**src/rtl/cdb_pkg.sv**
```systemverilog
package cdb_pkg;
  parameter int REG_W   = 32;
  parameter int DIV_W   = 4;
  parameter int SEL_W   = 2;
  parameter int NUM_DOM = 4;

  localparam int DIV_STOP   = (1 << DIV_W) - 2;
  localparam int DIV_RESUME = (1 << DIV_W) - 1;

  // field positions decoded by the clock tree
  localparam int DIV_LSB_CPU = 0;
  localparam int DIV_LSB_B0  = 8;
  localparam int DIV_LSB_B2  = 12;
  localparam int DIV_LSB_PER = 16;
  localparam int CHG_BIT     = 22;
  localparam int SEL_LSB_MAIN = 30;
  localparam int SEL_LSB_CPU  = 28;
  localparam int SEL_LSB_B0   = 26;
  localparam int SEL_LSB_B2   = 24;

  localparam int DIV_LSB [NUM_DOM] = '{DIV_LSB_CPU, DIV_LSB_B0, DIV_LSB_B2, DIV_LSB_PER};

  localparam logic [REG_W-1:0] DIV_ONES = REG_W'((1 << DIV_W) - 1);
  localparam logic [REG_W-1:0] SEL_ONES = REG_W'((1 << SEL_W) - 1);
  localparam logic [REG_W-1:0] DIV_MASK =
    (DIV_ONES << DIV_LSB_CPU) | (DIV_ONES << DIV_LSB_B0) |
    (DIV_ONES << DIV_LSB_B2)  | (DIV_ONES << DIV_LSB_PER);
  localparam logic [REG_W-1:0] SEL_MASK =
    (SEL_ONES << SEL_LSB_MAIN) | (SEL_ONES << SEL_LSB_CPU) |
    (SEL_ONES << SEL_LSB_B0)   | (SEL_ONES << SEL_LSB_B2);
  localparam logic [REG_W-1:0] CHG_MASK = REG_W'(1) << CHG_BIT;
  localparam logic [REG_W-1:0] WR_MASK  = DIV_MASK | SEL_MASK | CHG_MASK;

  localparam logic [SEL_W-1:0] SEL_RESET = SEL_W'(2);
  localparam logic [REG_W-1:0] RESET_WORD =
    (REG_W'(SEL_RESET) << SEL_LSB_MAIN) | (REG_W'(SEL_RESET) << SEL_LSB_CPU) |
    (REG_W'(SEL_RESET) << SEL_LSB_B0)   | (REG_W'(SEL_RESET) << SEL_LSB_B2);

  typedef enum logic [SEL_W-1:0] {
    SRC_NONE = 2'd0,
    SRC_ONE  = 2'd1,
    SRC_TWO  = 2'd2,
    SRC_THREE = 2'd3
  } srcSel_e;

  // strobes from control to datapath: one tick and one pending code per domain
  typedef struct packed {
    logic [NUM_DOM-1:0]            tick;
    logic [NUM_DOM-1:0][DIV_W-1:0] code;
  } divStrobe_t;
endpackage

```
**src/rtl/cdb_ctrl.sv**
```systemverilog
module cdb_ctrl
  import cdb_pkg::*;
(
  input  logic             clk,
  input  logic             rstN,
  input  logic             refPllA,
  input  logic             refExt,
  input  logic             refRtc,
  input  logic             refPllM,
  input  logic             refPllE,
  input  logic             wrEn,
  input  logic [REG_W-1:0] wrData,
  output logic [REG_W-1:0] ctlWord,
  output divStrobe_t       strb
);
  logic [REG_W-1:0] ctlReg;
  logic [REG_W-1:0] nextWord;
  srcSel_e mainSel, cpuSel, b0Sel, b2Sel;
  logic mainTick, cpuTick, b0Tick, b2Tick;

  // divider codes only move when the write carries the change enable
  always_comb begin
    if (wrData[CHG_BIT])
      nextWord = wrData & WR_MASK;
    else
      nextWord = (wrData & WR_MASK & ~DIV_MASK) | (ctlReg & DIV_MASK);
  end

  always_ff @(posedge clk) begin
    if (!rstN)
      ctlReg <= RESET_WORD;
    else if (wrEn)
      ctlReg <= nextWord;
  end

  assign ctlWord = ctlReg;

  assign mainSel = srcSel_e'(ctlReg[SEL_LSB_MAIN +: SEL_W]);
  assign cpuSel  = srcSel_e'(ctlReg[SEL_LSB_CPU  +: SEL_W]);
  assign b0Sel   = srcSel_e'(ctlReg[SEL_LSB_B0   +: SEL_W]);
  assign b2Sel   = srcSel_e'(ctlReg[SEL_LSB_B2   +: SEL_W]);

  function automatic logic pickTick(input srcSel_e sel, input logic t1,
                                    input logic t2, input logic t3);
    logic r;
    unique case (sel)
      SRC_ONE:   r = t1;
      SRC_TWO:   r = t2;
      SRC_THREE: r = t3;
      default:   r = 1'b0;
    endcase
    return r;
  endfunction

  always_comb begin
    mainTick = pickTick(mainSel, refPllA, refExt, refRtc);
    cpuTick  = pickTick(cpuSel, mainTick, refPllM, refPllE);
    b0Tick   = pickTick(b0Sel,  mainTick, refPllM, refPllE);
    b2Tick   = pickTick(b2Sel,  mainTick, refPllM, refRtc);
  end

  always_comb begin
    strb.tick[0] = cpuTick;
    strb.tick[1] = b0Tick;
    strb.tick[2] = b2Tick;
    strb.tick[3] = b2Tick;   // peripheral follows the bus 2 source
    for (int d = 0; d < NUM_DOM; d++)
      strb.code[d] = ctlReg[DIV_LSB[d] +: DIV_W];
  end

  assert_divhold_R3: assert property (@(posedge clk) disable iff (!rstN)
    (wrEn && !wrData[CHG_BIT]) |=> $stable(ctlReg & DIV_MASK));

  assert_cpu_nosrc_R8: assert property (@(posedge clk) disable iff (!rstN)
    (cpuSel == SRC_NONE) |-> !strb.tick[0]);

  assert_main_nosrc_R7: assert property (@(posedge clk) disable iff (!rstN)
    (mainSel == SRC_NONE && cpuSel == SRC_ONE) |-> !strb.tick[0]);

  assert_unused_zero_R2: assert property (@(posedge clk) disable iff (!rstN)
    wrEn |=> ((ctlReg & ~WR_MASK) == '0));
endmodule

```
**src/rtl/cdb_div_slice.sv**
```systemverilog
module cdb_div_slice
  import cdb_pkg::*;
(
  input  logic             clk,
  input  logic             rstN,
  input  logic             srcTick,
  input  logic [DIV_W-1:0] pendCode,
  output logic             domEn
);
  localparam logic [DIV_W-1:0] STOP_CODE   = DIV_W'(DIV_STOP);
  localparam logic [DIV_W-1:0] RESUME_CODE = DIV_W'(DIV_RESUME);

  logic [DIV_W-1:0] actCode;
  logic [DIV_W-1:0] cnt;
  logic [DIV_W-1:0] limit;
  logic             atLimit;
  logic             boundary;

  assign limit    = (actCode == RESUME_CODE) ? '0 : actCode;
  assign atLimit  = (cnt == limit);
  assign boundary = srcTick && (actCode != STOP_CODE) && atLimit;

  always_ff @(posedge clk) begin
    if (!rstN) begin
      actCode <= '0;
      cnt     <= '0;
      domEn   <= 1'b0;
    end else begin
      domEn <= boundary;
      if (actCode == STOP_CODE) begin
        actCode <= pendCode;
        cnt     <= '0;
      end else if (srcTick) begin
        if (atLimit) begin
          cnt     <= '0;
          actCode <= pendCode;
        end else begin
          cnt <= cnt + 1'b1;
        end
      end
    end
  end

  assert_tick_only_R4: assert property (@(posedge clk) disable iff (!rstN)
    !srcTick |=> !domEn);

  assert_stop_quiet_R5: assert property (@(posedge clk) disable iff (!rstN)
    (actCode == STOP_CODE) |=> !domEn);

  assert_resume_every_R6: assert property (@(posedge clk) disable iff (!rstN)
    (actCode == RESUME_CODE && srcTick) |=> domEn);

  assert_code_at_boundary_R10: assert property (@(posedge clk) disable iff (!rstN)
    (actCode != STOP_CODE && !(srcTick && atLimit)) |=> $stable(actCode));
endmodule

```
**src/rtl/cdb_datapath.sv**
```systemverilog
module cdb_datapath
  import cdb_pkg::*;
(
  input  logic               clk,
  input  logic               rstN,
  input  divStrobe_t         strb,
  output logic [NUM_DOM-1:0] domEn
);
  for (genvar d = 0; d < NUM_DOM; d++) begin : g_dom
    cdb_div_slice u_slice (
      .clk      (clk),
      .rstN     (rstN),
      .srcTick  (strb.tick[d]),
      .pendCode (strb.code[d]),
      .domEn    (domEn[d])
    );
  end
endmodule

```
**src/rtl/clk_div_bank.sv**
```systemverilog
module clk_div_bank
  import cdb_pkg::*;
(
  input  logic               clk,
  input  logic               rstN,
  input  logic               refPllA,
  input  logic               refExt,
  input  logic               refRtc,
  input  logic               refPllM,
  input  logic               refPllE,
  input  logic               wrEn,
  input  logic [REG_W-1:0]   wrData,
  output logic [REG_W-1:0]   rdData,
  output logic [NUM_DOM-1:0] domEn
);
  divStrobe_t strb;

  cdb_ctrl u_ctrl (
    .clk     (clk),
    .rstN    (rstN),
    .refPllA (refPllA),
    .refExt  (refExt),
    .refRtc  (refRtc),
    .refPllM (refPllM),
    .refPllE (refPllE),
    .wrEn    (wrEn),
    .wrData  (wrData),
    .ctlWord (rdData),
    .strb    (strb)
  );

  cdb_datapath u_dp (
    .clk   (clk),
    .rstN  (rstN),
    .strb  (strb),
    .domEn (domEn)
  );
endmodule

```
**config.mk**
```make
export PLATFORM = sky130hd
export DESIGN_NAME = clk_div_bank
export DESIGN_NICKNAME = d
export VERILOG_FILES = /design/src/rtl/cdb_pkg.sv /design/src/rtl/cdb_ctrl.sv /design/src/rtl/cdb_div_slice.sv /design/src/rtl/cdb_datapath.sv /design/src/rtl/clk_div_bank.sv
export SDC_FILE = /design/constraint.sdc
export NUM_CORES = 1
export LEC_CHECK = 0
export BUFFER_PORTS_ARGS = -buffer_cell sky130_fd_sc_hd__clkbuf_2
export CAP_MARGIN = 20
export CORE_MARGIN = 4
export CORE_UTILIZATION = 40
export CTS_CLUSTER_DIAMETER = 200
export CTS_CLUSTER_SIZE = 10
export DETAILED_ROUTE_END_ITERATION = 7
export GPL_ROUTABILITY_DRIVEN = 0
export HOLD_SLACK_MARGIN = 0.02
export MAX_ROUTING_LAYER = met4
export PLACE_DENSITY_LB_ADDON = 0.08
export SKIP_CTS_REPAIR_TIMING = 1
export SYNTH_ARGS = -nofsm -noshare
export SYNTH_HDL_FRONTEND = slang
export SYNTH_SLANG_ARGS = --single-unit
```
**constraint.sdc**
```tcl
create_clock -name clk -period 2 [get_ports clk]
set_input_delay 0.2 -clock clk [delete_from_list [all_inputs] [get_ports clk]]
set_output_delay 0.2 -clock clk [all_outputs]
set_load 0.02 [all_outputs]
```
==> impl_table.tex, run 1 <==
\begin{tabular}{lr}
\hline
Metric & Value \\
\hline
\multicolumn{2}{l}{\textbf{Global routing}} \\
Overall Global Routing Usage & 0.1835 \\
Largest net degree at the start of global routing & 29 \\
Via count of the first global-routing pass & 3,085 \\
Overflow after GRT & 0 \\
Global-route wire length before repair & 14,770 um \\
Initial antenna violation count & 0 \\
\multicolumn{2}{l}{\textbf{Critical path}} \\
Worst path arrival time & about 2.1 ns \\
Minimum setup slack among reg-to-reg paths & 0.12 ns \\
Startpoint type of the worst setup path & flip-flop \\
Maximum single-stage delay on the critical path & about 0.39 ns \\
Slowest cell on the critical path & dfxtp\_1 \\
Kind of critical path & reg -> reg \\
Ordered list of cells on the worst path & mux2\_4 > a211oi\_2 > or2\_1 > nor4\_1 > a311o\_1 \\
Reg2Reg Depth & 5 \\
Reg-to-reg critical path startpoint & u\_ctrl.ctlWord[30] \\
Reg2Reg Capture Point & u\_dp.g\_dom[3].u\_slice.actCode[0] \\
Required time reported for the critical path endpoint & 2.24 ns \\
Kind of end point of the critical path & flip-flop \\
CP Max Fanout & 8 \\
\multicolumn{2}{l}{\textbf{Logic synthesis}} \\
Number of flip-flops and latches in the synthesized netlist & slightly above 60 \\
Warnings, synthesis & 0 \\
Area fraction of the dominant cell type after synthesis & 0.3411 \\
Count of flip-flops with a built-in enable after synthesis & 0 \\
Total standard cell area after synthesis & between 3000 and 4000 um\^{}2 \\
Async set-reset flop share out of synthesis & 0 \\
Number of instances in the synthesized netlist & 441 \\
Fraction of the yosys area taken by sequential cells & 0.3411 \\
Mean instance size in the synthesized netlist & 8.117 um\^{}2 \\
Synth area leader & dfxtp\_1 \\
Area contributors post-synth & dfxtp\_1, nand2\_1, a21boi\_0, buf\_4, o21ai\_0 \\
Post-synth cell types & 66 \\
Top FF cell, synth & dfxtp\_1 \\
\multicolumn{2}{l}{\textbf{Clock network}} \\
Insertion delay of the later-clocked pin in the worst-skew pair & roughly 0.35 ns \\
Clock tree from TritonCTS & done \\
Clock-pin slew on the worst setup and hold paths & approximately 0.07 ns \\
Number of levels in the clock H-tree & 3 \\
Buffers from clock root to sink, at most & 2 \\
Number of buffers created by CTS & 9 \\
Clock Tree Root & clkbuf\_8 \\
TritonCTS sink count & 61 \\
\multicolumn{2}{l}{\textbf{Route}} \\
Length of the first detailed-routing pass in iterations & 4 \\
Via density per instance & roughly 5.4 \\
DRC violation count after routing & 0 \\
Total wire length after detailed routing & roughly 9000 um \\
Remaining antenna violation count after routing & 0 \\
Iter 0 DRT Violations & between 100 and 150 \\
Routed length per instance & about 15 um \\
Overall via count from detail\_route & $\sim$3,400 \\
\multicolumn{2}{l}{\textbf{Pwr}} \\
Share of power burned in combinational logic & 0.229 \\
Psw & $\sim$1.1 mW \\
Sw frac & 0.3119 \\
Static Leak & approximately 1.7 nW \\
Sequential cell fraction of total power & 0.406 \\
Clock group share of total power & 0.365 \\
Internal power & about 2.4 mW \\
Power density over the cells & approximately 800 nW/um\^{}2 \\
Overall power consumption & between 3 and 4 mW \\
Worst ir drop on vdd & around 330 uV \\
\multicolumn{2}{l}{\textbf{Final layout}} \\
Share of post-route cells with drive strength above 1 & 0.2431 \\
Non-Filler Instances & $\sim$600 \\
Post-Layout Inst Area & about 4200 um\^{}2 \\
Number of nets at the end of the flow & about 550 \\
Number of diodes & 0 \\
Area growth from synthesis to layout & 17.83\% \\
Final core occ & 0.4836 \\
\multicolumn{2}{l}{\textbf{Hold path}} \\
Worst min-delay path class & in -> reg \\
Min-delay src & wrData[25] \\
Terminating pin of the worst hold path & u\_ctrl.ctlWord[25] \\
Hold-critical path depth & 3 \\
\multicolumn{2}{l}{\textbf{STA}} \\
Time the final worst path needs with I/O delays and setup & 1.885 ns \\
RSZ-0062 raised after global routing & true \\
Total count of max-transition violations in the final report & 0 \\
Setup WS post-layout & 0.1153 ns \\
Setup TNS & 0 ns \\
Total count of hold-check failures in the final report & 0 \\
Worst-Margin Slew & approximately 0.63 ns \\
Post-route fraction of the period consumed by the critical path & 0.9423 \\
Fin Hold WS & approximately 0.066 ns \\
Maximum achievable frequency & about 0.53 GHz \\
Worst slew margin relative to its limit & 0.5767 \\
Setup violations, final & 0 \\
Post-route clock skew & 0.007481 ns \\
\multicolumn{2}{l}{\textbf{Placed design}} \\
Post-placement cell area & roughly 4000 um\^{}2 \\
Placed Instances & between 600 and 700 \\
Post-placement worst setup slack & between 0.1 and 0.15 ns \\
DP Wirelength & $\sim$6500 um \\
Number of buffers added on ports & 61 \\
\multicolumn{2}{l}{\textbf{Die}} \\
Die Height & $\sim$100 um \\
Starting density of the core & 0.4105 \\
Area of the die & 10,530 um\^{}2 \\
Ports placed on the boundary & 76 \\
Horizontal die dimension & 102.6 um \\
Floorplan Core Area & slightly below 9000 um\^{}2 \\
Row count & 34 \\
\multicolumn{2}{l}{\textbf{Run status}} \\
Status & complete, no violations \\
\multicolumn{2}{l}{\textbf{Run}} \\
Max-Cap Viols & 0 \\
\hline
\end{tabular}
## synthesized netlist by cell type (4+ instances only)
library cell  instances
nand3_1              16
dfxtp_1              61
or2_1                 7
o311ai_1              8
nand4b_1              4
nor4_1                6
nor3b_1               4
nor4b_1               5
or2_2                 5
o211ai_1              7
buf_4                15
o21ai_0              20
o22ai_1               7
ha_1                  4
mux2i_1               8
and2_1                9
nor2_1               18
xor2_1                8
and3_1                6
nor2b_1               4
a21boi_0             17
nand2_1              84
a21oi_1              19
a311oi_1              4
buf_2                 9
clkbuf_1              8
nand2b_1              5
nor3_1               18
## logic make-up (layout without fill, tap and decap cells)
logic type | count (synthesis) | in the layout | share of synthesized area
simple gates | 204 | 204 | 0.2922
compound gates | 118 | 118 | 0.2408
flops | 61 | 61 | 0.3411
buf+inv | 36 | 99 | 0.06466
mux | 9 | 9 | 0.02656
xor+xnor | 8 | 8 | 0.01957
fa+ha+maj | 4 | 4 | 0.01398
other cells | 1 | 7 | 0.001048
## flip-flops by register name, indices dropped and copies added, names as in the netlist
signal	count
u_dp.g_dom.u_slice.actCode	16
u_ctrl.ctlWord	25
u_dp.g_dom.u_slice.domEn	4
u_dp.g_dom.u_slice.cnt	16
## critical path, delay by kind of cell, from the launching register on
family | cells | cell delay [ns]
compound gates | 2 | 0.63
flops | 1 | 0.39
mux | 1 | 0.33
simple gates | 2 | 0.43
## power by group through the flow
stage	logic, mW	clock network [mW]	registers, mW
after floorplan	0.564	0	1.43
after global placement	0.792	0	1.43
after detailed placement	0.794	0	1.44
after CTS	0.799	1.30	1.41
after global routing	0.885	1.35	1.43
final	0.797	1.27	1.41
## placed cells by master, fill, tap and decap left out, types with 3 or more instances in the layout
| master | instances |
|---|---|
| nand2_1 | 84 |
| clkbuf_2 | 61 |
| dfxtp_1 | 60 |
| buf_4 | 21 |
| o21ai_0 | 20 |
| a21oi_1 | 19 |
| nor2_1 | 18 |
| nor3_1 | 18 |
| a21boi_0 | 17 |
| nand3_1 | 16 |
| clkbuf_8 | 11 |
| and2_1 | 9 |
| xor2_1 | 8 |
| o311ai_1 | 8 |
| mux2i_1 | 8 |
| o211ai_1 | 7 |
| o22ai_1 | 7 |
| conb_1 | 7 |
| or2_1 | 6 |
| and3_1 | 6 |
| nor4_1 | 6 |
| or2_2 | 5 |
| nand2b_1 | 5 |
| nor4b_1 | 5 |
| nand4b_1 | 4 |
| nor3b_1 | 4 |
| nor2b_1 | 4 |
| a311oi_1 | 4 |
| ha_1 | 4 |
| o21ai_1 | 3 |
| a21o_1 | 3 |
| o311ai_0 | 3 |
| a2bb2oi_1 | 3 |
## how the worst max path moves through the flow
| stage | start | endpoint | slack (ns) |
|---|---|---|---|
| 4_1_cts | u_ctrl.ctlWord[30] | u_dp.g_dom[3].u_slice.actCode[0] | 0.11 |
| 3_3_place_gp | u_ctrl.ctlWord[30] | u_dp.g_dom[3].u_slice.actCode[0] | 0.15 |
| 5_1_grt | u_ctrl.ctlWord[30] | u_dp.g_dom[0].u_slice.actCode[1] | -0.02 |
| 2_1_floorplan | u_ctrl.ctlWord[30] | u_dp.g_dom[3].u_slice.actCode[0] | 0.12 |
| 3_5_place_dp | u_ctrl.ctlWord[30] | u_dp.g_dom[3].u_slice.actCode[0] | 0.13 |
| 6_report | u_ctrl.ctlWord[30] | u_dp.g_dom[3].u_slice.actCode[0] | 0.12 |
## per-layer routing
layer / share of wire / routed length (um) / global-route usage
met3: 0.061 / 545 / 0.03789
met2: 0.44 / 3977 / 0.2805
met4: 0.016 / 146 / 0.06660
met5: 0 / 0 / -
met1: 0.48 / 4323 / 0.2399
## cell type report
class / count / area [um^2]
fill: 853 / 4503
multi-input combinational: 350 / 2152
sequential: 61 / 1222
timing repair buffer: 83 / 483.0
clock buffer: 12 / 155.1
tap: 108 / 135.1
clock inverter: 4 / 70.07
(Power assumes the default switching activity.)
==> inputs of run 2 (changes only) <==
==> constraint.sdc (replaced) <==
create_clock -name clk -period 1.7 [get_ports clk]
set_input_delay 0.17 -clock clk [delete_from_list [all_inputs] [get_ports clk]]
set_output_delay 0.17 -clock clk [all_outputs]
set_load 0.02 [all_outputs]
==> impl_table.tex, run 2 (synthesis gave the netlist of run 1 again) <==
\begin{tabular}{lr}
\hline
Metric & Value \\
\hline
\multicolumn{2}{l}{\textbf{Final layout}} \\
Area occupied by multi-input gates & 2420 um\^{}2 (+12\%) \\
Commonest cells after routing, fill and taps aside & nand2\_1, buf\_4, clkbuf\_2 \\
Post-Layout Inst Area & 4975 um\^{}2 (+18\%) \\
Number of nets at the end of the flow & 601 (+9.5\%) \\
Leading cell type in the layout, fill and taps excluded & nand2\_1 \\
Number of diodes & 0 (unchanged) \\
Area growth from synthesis to layout & 38.97\% \\
Non-Filler Instances & 670 (+8.4\%) \\
Flip-flop count of the largest register after layout & 25 (unchanged) \\
Share of post-route cells with drive strength above 1 & 0.4235 (+0.1804) \\
Final core occ & 0.5704 (+0.08680) \\
Sequential cell area & 1275 um\^{}2 (+4.3\%) \\
Number of fill cells in the layout & 842 (-1.3\%) \\
\multicolumn{2}{l}{\textbf{Die}} \\
Area of the die & 10,530 um\^{}2 (unchanged) \\
Ports placed on the boundary & 76 (unchanged) \\
Floorplan Core Area & 8721 um\^{}2 (unchanged) \\
Starting density of the core & 0.4105 (unchanged) \\
Row count & 34 (unchanged) \\
Horizontal die dimension & 102.6 um (unchanged) \\
Die Height & 102.6 um (unchanged) \\
\multicolumn{2}{l}{\textbf{STA}} \\
Time the final worst path needs with I/O delays and setup & 1.674 ns (-0.2104 ns) \\
Total count of hold-check failures in the final report & 0 (unchanged) \\
Setup WS post-layout & 0.02573 ns (-0.08961 ns) \\
RSZ-0062 raised after global routing & true \\
Fin Hold WS & 0.04244 ns (-0.02367 ns) \\
Total count of max-transition violations in the final report & 0 (unchanged) \\
Post-route fraction of the period consumed by the critical path & 0.9849 (+0.04254) \\
Setup violations, final & 0 (unchanged) \\
Maximum achievable frequency & 0.5973 GHz (+13\%) \\
Setup TNS & 0 ns (unchanged) \\
Post-route clock skew & 0.009713 ns (+0.002233 ns) \\
\multicolumn{2}{l}{\textbf{Run status}} \\
Status & complete, no violations \\
\multicolumn{2}{l}{\textbf{Clock network}} \\
Clock Tree Root & clkbuf\_8 \\
Buffers from clock root to sink, at most & 2 (unchanged) \\
Clock tree from TritonCTS & done \\
Number of levels in the clock H-tree & 3 (unchanged) \\
Clock-pin slew on the worst setup and hold paths & 0.07 ns (about the same) \\
Insertion delay of the later-clocked pin in the worst-skew pair & 0.35 ns (about the same) \\
TritonCTS sink count & 61 (unchanged) \\
Number of buffers created by CTS & 9 (unchanged) \\
\multicolumn{2}{l}{\textbf{Route}} \\
DRC violation count after routing & 0 (unchanged) \\
Overall via count from detail\_route & 3,640 (+8.4\%) \\
Length of the first detailed-routing pass in iterations & 4 (unchanged) \\
Total wire length after detailed routing & 10,100 um (+12\%) \\
Remaining antenna violation count after routing & 0 (unchanged) \\
Routed length per instance & 15.07 um (+3.6\%) \\
Iter 0 DRT Violations & 144 (+25\%) \\
Via density per instance & 5.433 (about the same) \\
\multicolumn{2}{l}{\textbf{Hold path}} \\
Min-delay src & wrData[31] \\
Worst min-delay path class & in -> reg \\
\multicolumn{2}{l}{\textbf{Global routing}} \\
Largest net degree at the start of global routing & 45 (+55\%) \\
Global-route wire length before repair & 16,280 um (+10\%) \\
Initial antenna violation count & 0 (unchanged) \\
Overall Global Routing Usage & 0.1997 (+0.01611) \\
Overflow after GRT & 0 (unchanged) \\
Via count of the first global-routing pass & 3,463 (+12\%) \\
\multicolumn{2}{l}{\textbf{Pwr}} \\
Internal power & 3.143 mW (+31\%) \\
Sw frac & 0.3119 (about the same) \\
Overall power consumption & 4.568 mW (+31\%) \\
Power density over the cells & 918.3 nW/um\^{}2 (+11\%) \\
Static Leak & 2.088 nW (+20\%) \\
Clock group share of total power & 0.347 (-0.018) \\
Share of power burned in combinational logic & 0.291 (+0.062) \\
Worst ir drop on vdd & 386.7 uV (+17\%) \\
Sequential cell fraction of total power & 0.362 (-0.044) \\
Psw & 1.425 mW (+31\%) \\
\multicolumn{2}{l}{\textbf{Placed design}} \\
Post-placement worst setup slack & -0.1471 ns (-0.2740 ns) \\
DP Wirelength & 7198 um (+11\%) \\
Number of buffers added on ports & 61 (unchanged) \\
Placed Instances & 645 (+7.1\%) \\
Post-placement cell area & 4330 um\^{}2 (+8.6\%) \\
\multicolumn{2}{l}{\textbf{Critical path}} \\
Reg-to-reg critical path startpoint & u\_dp.g\_dom[0].u\_slice.actCode[1] \\
Kind of end point of the critical path & flip-flop \\
Worst path arrival time & 1.90 ns (-0.22 ns) \\
Minimum setup slack among reg-to-reg paths & 0.03 ns (-0.09 ns) \\
Required time reported for the critical path endpoint & 1.92 ns (-0.32 ns) \\
Reg2Reg Depth & 6 (+1) \\
Worst setup startpoint & u\_dp.g\_dom[0].u\_slice.actCode[1] \\
Reg2Reg Capture Point & u\_dp.g\_dom[0].u\_slice.actCode[0] \\
Startpoint type of the worst setup path & flip-flop \\
Kind of critical path & reg -> reg \\
CP Max Fanout & 5 (-3) \\
CP Capture Point & u\_dp.g\_dom[0].u\_slice.actCode[0] \\
\multicolumn{2}{l}{\textbf{Run}} \\
Max-Cap Viols & 0 (unchanged) \\
\hline
\end{tabular}
==> run 2: cell types whose count changed in the layout (fill, tap and decap cells not counted), sizes merged <==
cell    previous run  this run
clkbuf            73        74
clkinv             2         1
buf               22        74
==> run 2: critical path, stage by stage, from the launching register on <==
cell	delay (ns)
dfxtp_2	0.38
nand3_2	0.10
or4b_4	0.54
o211ai_4	0.15
buf_4	0.17
a21o_2	0.11
o311ai_1	0.09
==> run 2: worst min path at each step <==
stage | to | slack (ns) | cells past startpoint
floorplan | u_ctrl.ctlWord[25] | 0.30 | 2
global placement | u_ctrl.ctlWord[25] | 0.39 | 3
detailed placement | u_ctrl.ctlWord[25] | 0.39 | 3
CTS | u_ctrl.ctlWord[31] | 0.03 | 3
global route | u_ctrl.ctlWord[29] | 0.05 | 3
finish | u_ctrl.ctlWord[31] | 0.04 | 3
==> run 2: area by class of cell <==
type | count | area share
Multi-Input combinational cell | 350 | 0.4864
Sequential cell | 61 | 0.2563
Timing Repair Buffer | 135 | 0.1811
Clock buffer | 13 | 0.03597
Tap cell | 108 | 0.02716
Clock inverter | 3 | 0.01308
==> run 2: power by group through the flow <==
stage / combinational [mW] / sequential [mW] / clock [mW]
2_1_floorplan: 0.666 / 1.69 / 0
3_3_place_gp: 1.08 / 1.66 / 0
3_5_place_dp: 1.09 / 1.67 / 0
4_1_cts: 1.10 / 1.64 / 1.62
5_1_grt: 1.45 / 1.67 / 1.70
6_report: 1.33 / 1.65 / 1.59
==> run 2: layer usage <==
layer / vias up / track usage / part of all wire
met3: 12 / 0.04330 / 0.044
met4: 0 / 0.06660 / 0.013
met2: 87 / 0.3247 / 0.49
li1: 1826 / - / -
met5: - / - / 0
met1: 1715 / 0.2456 / 0.45
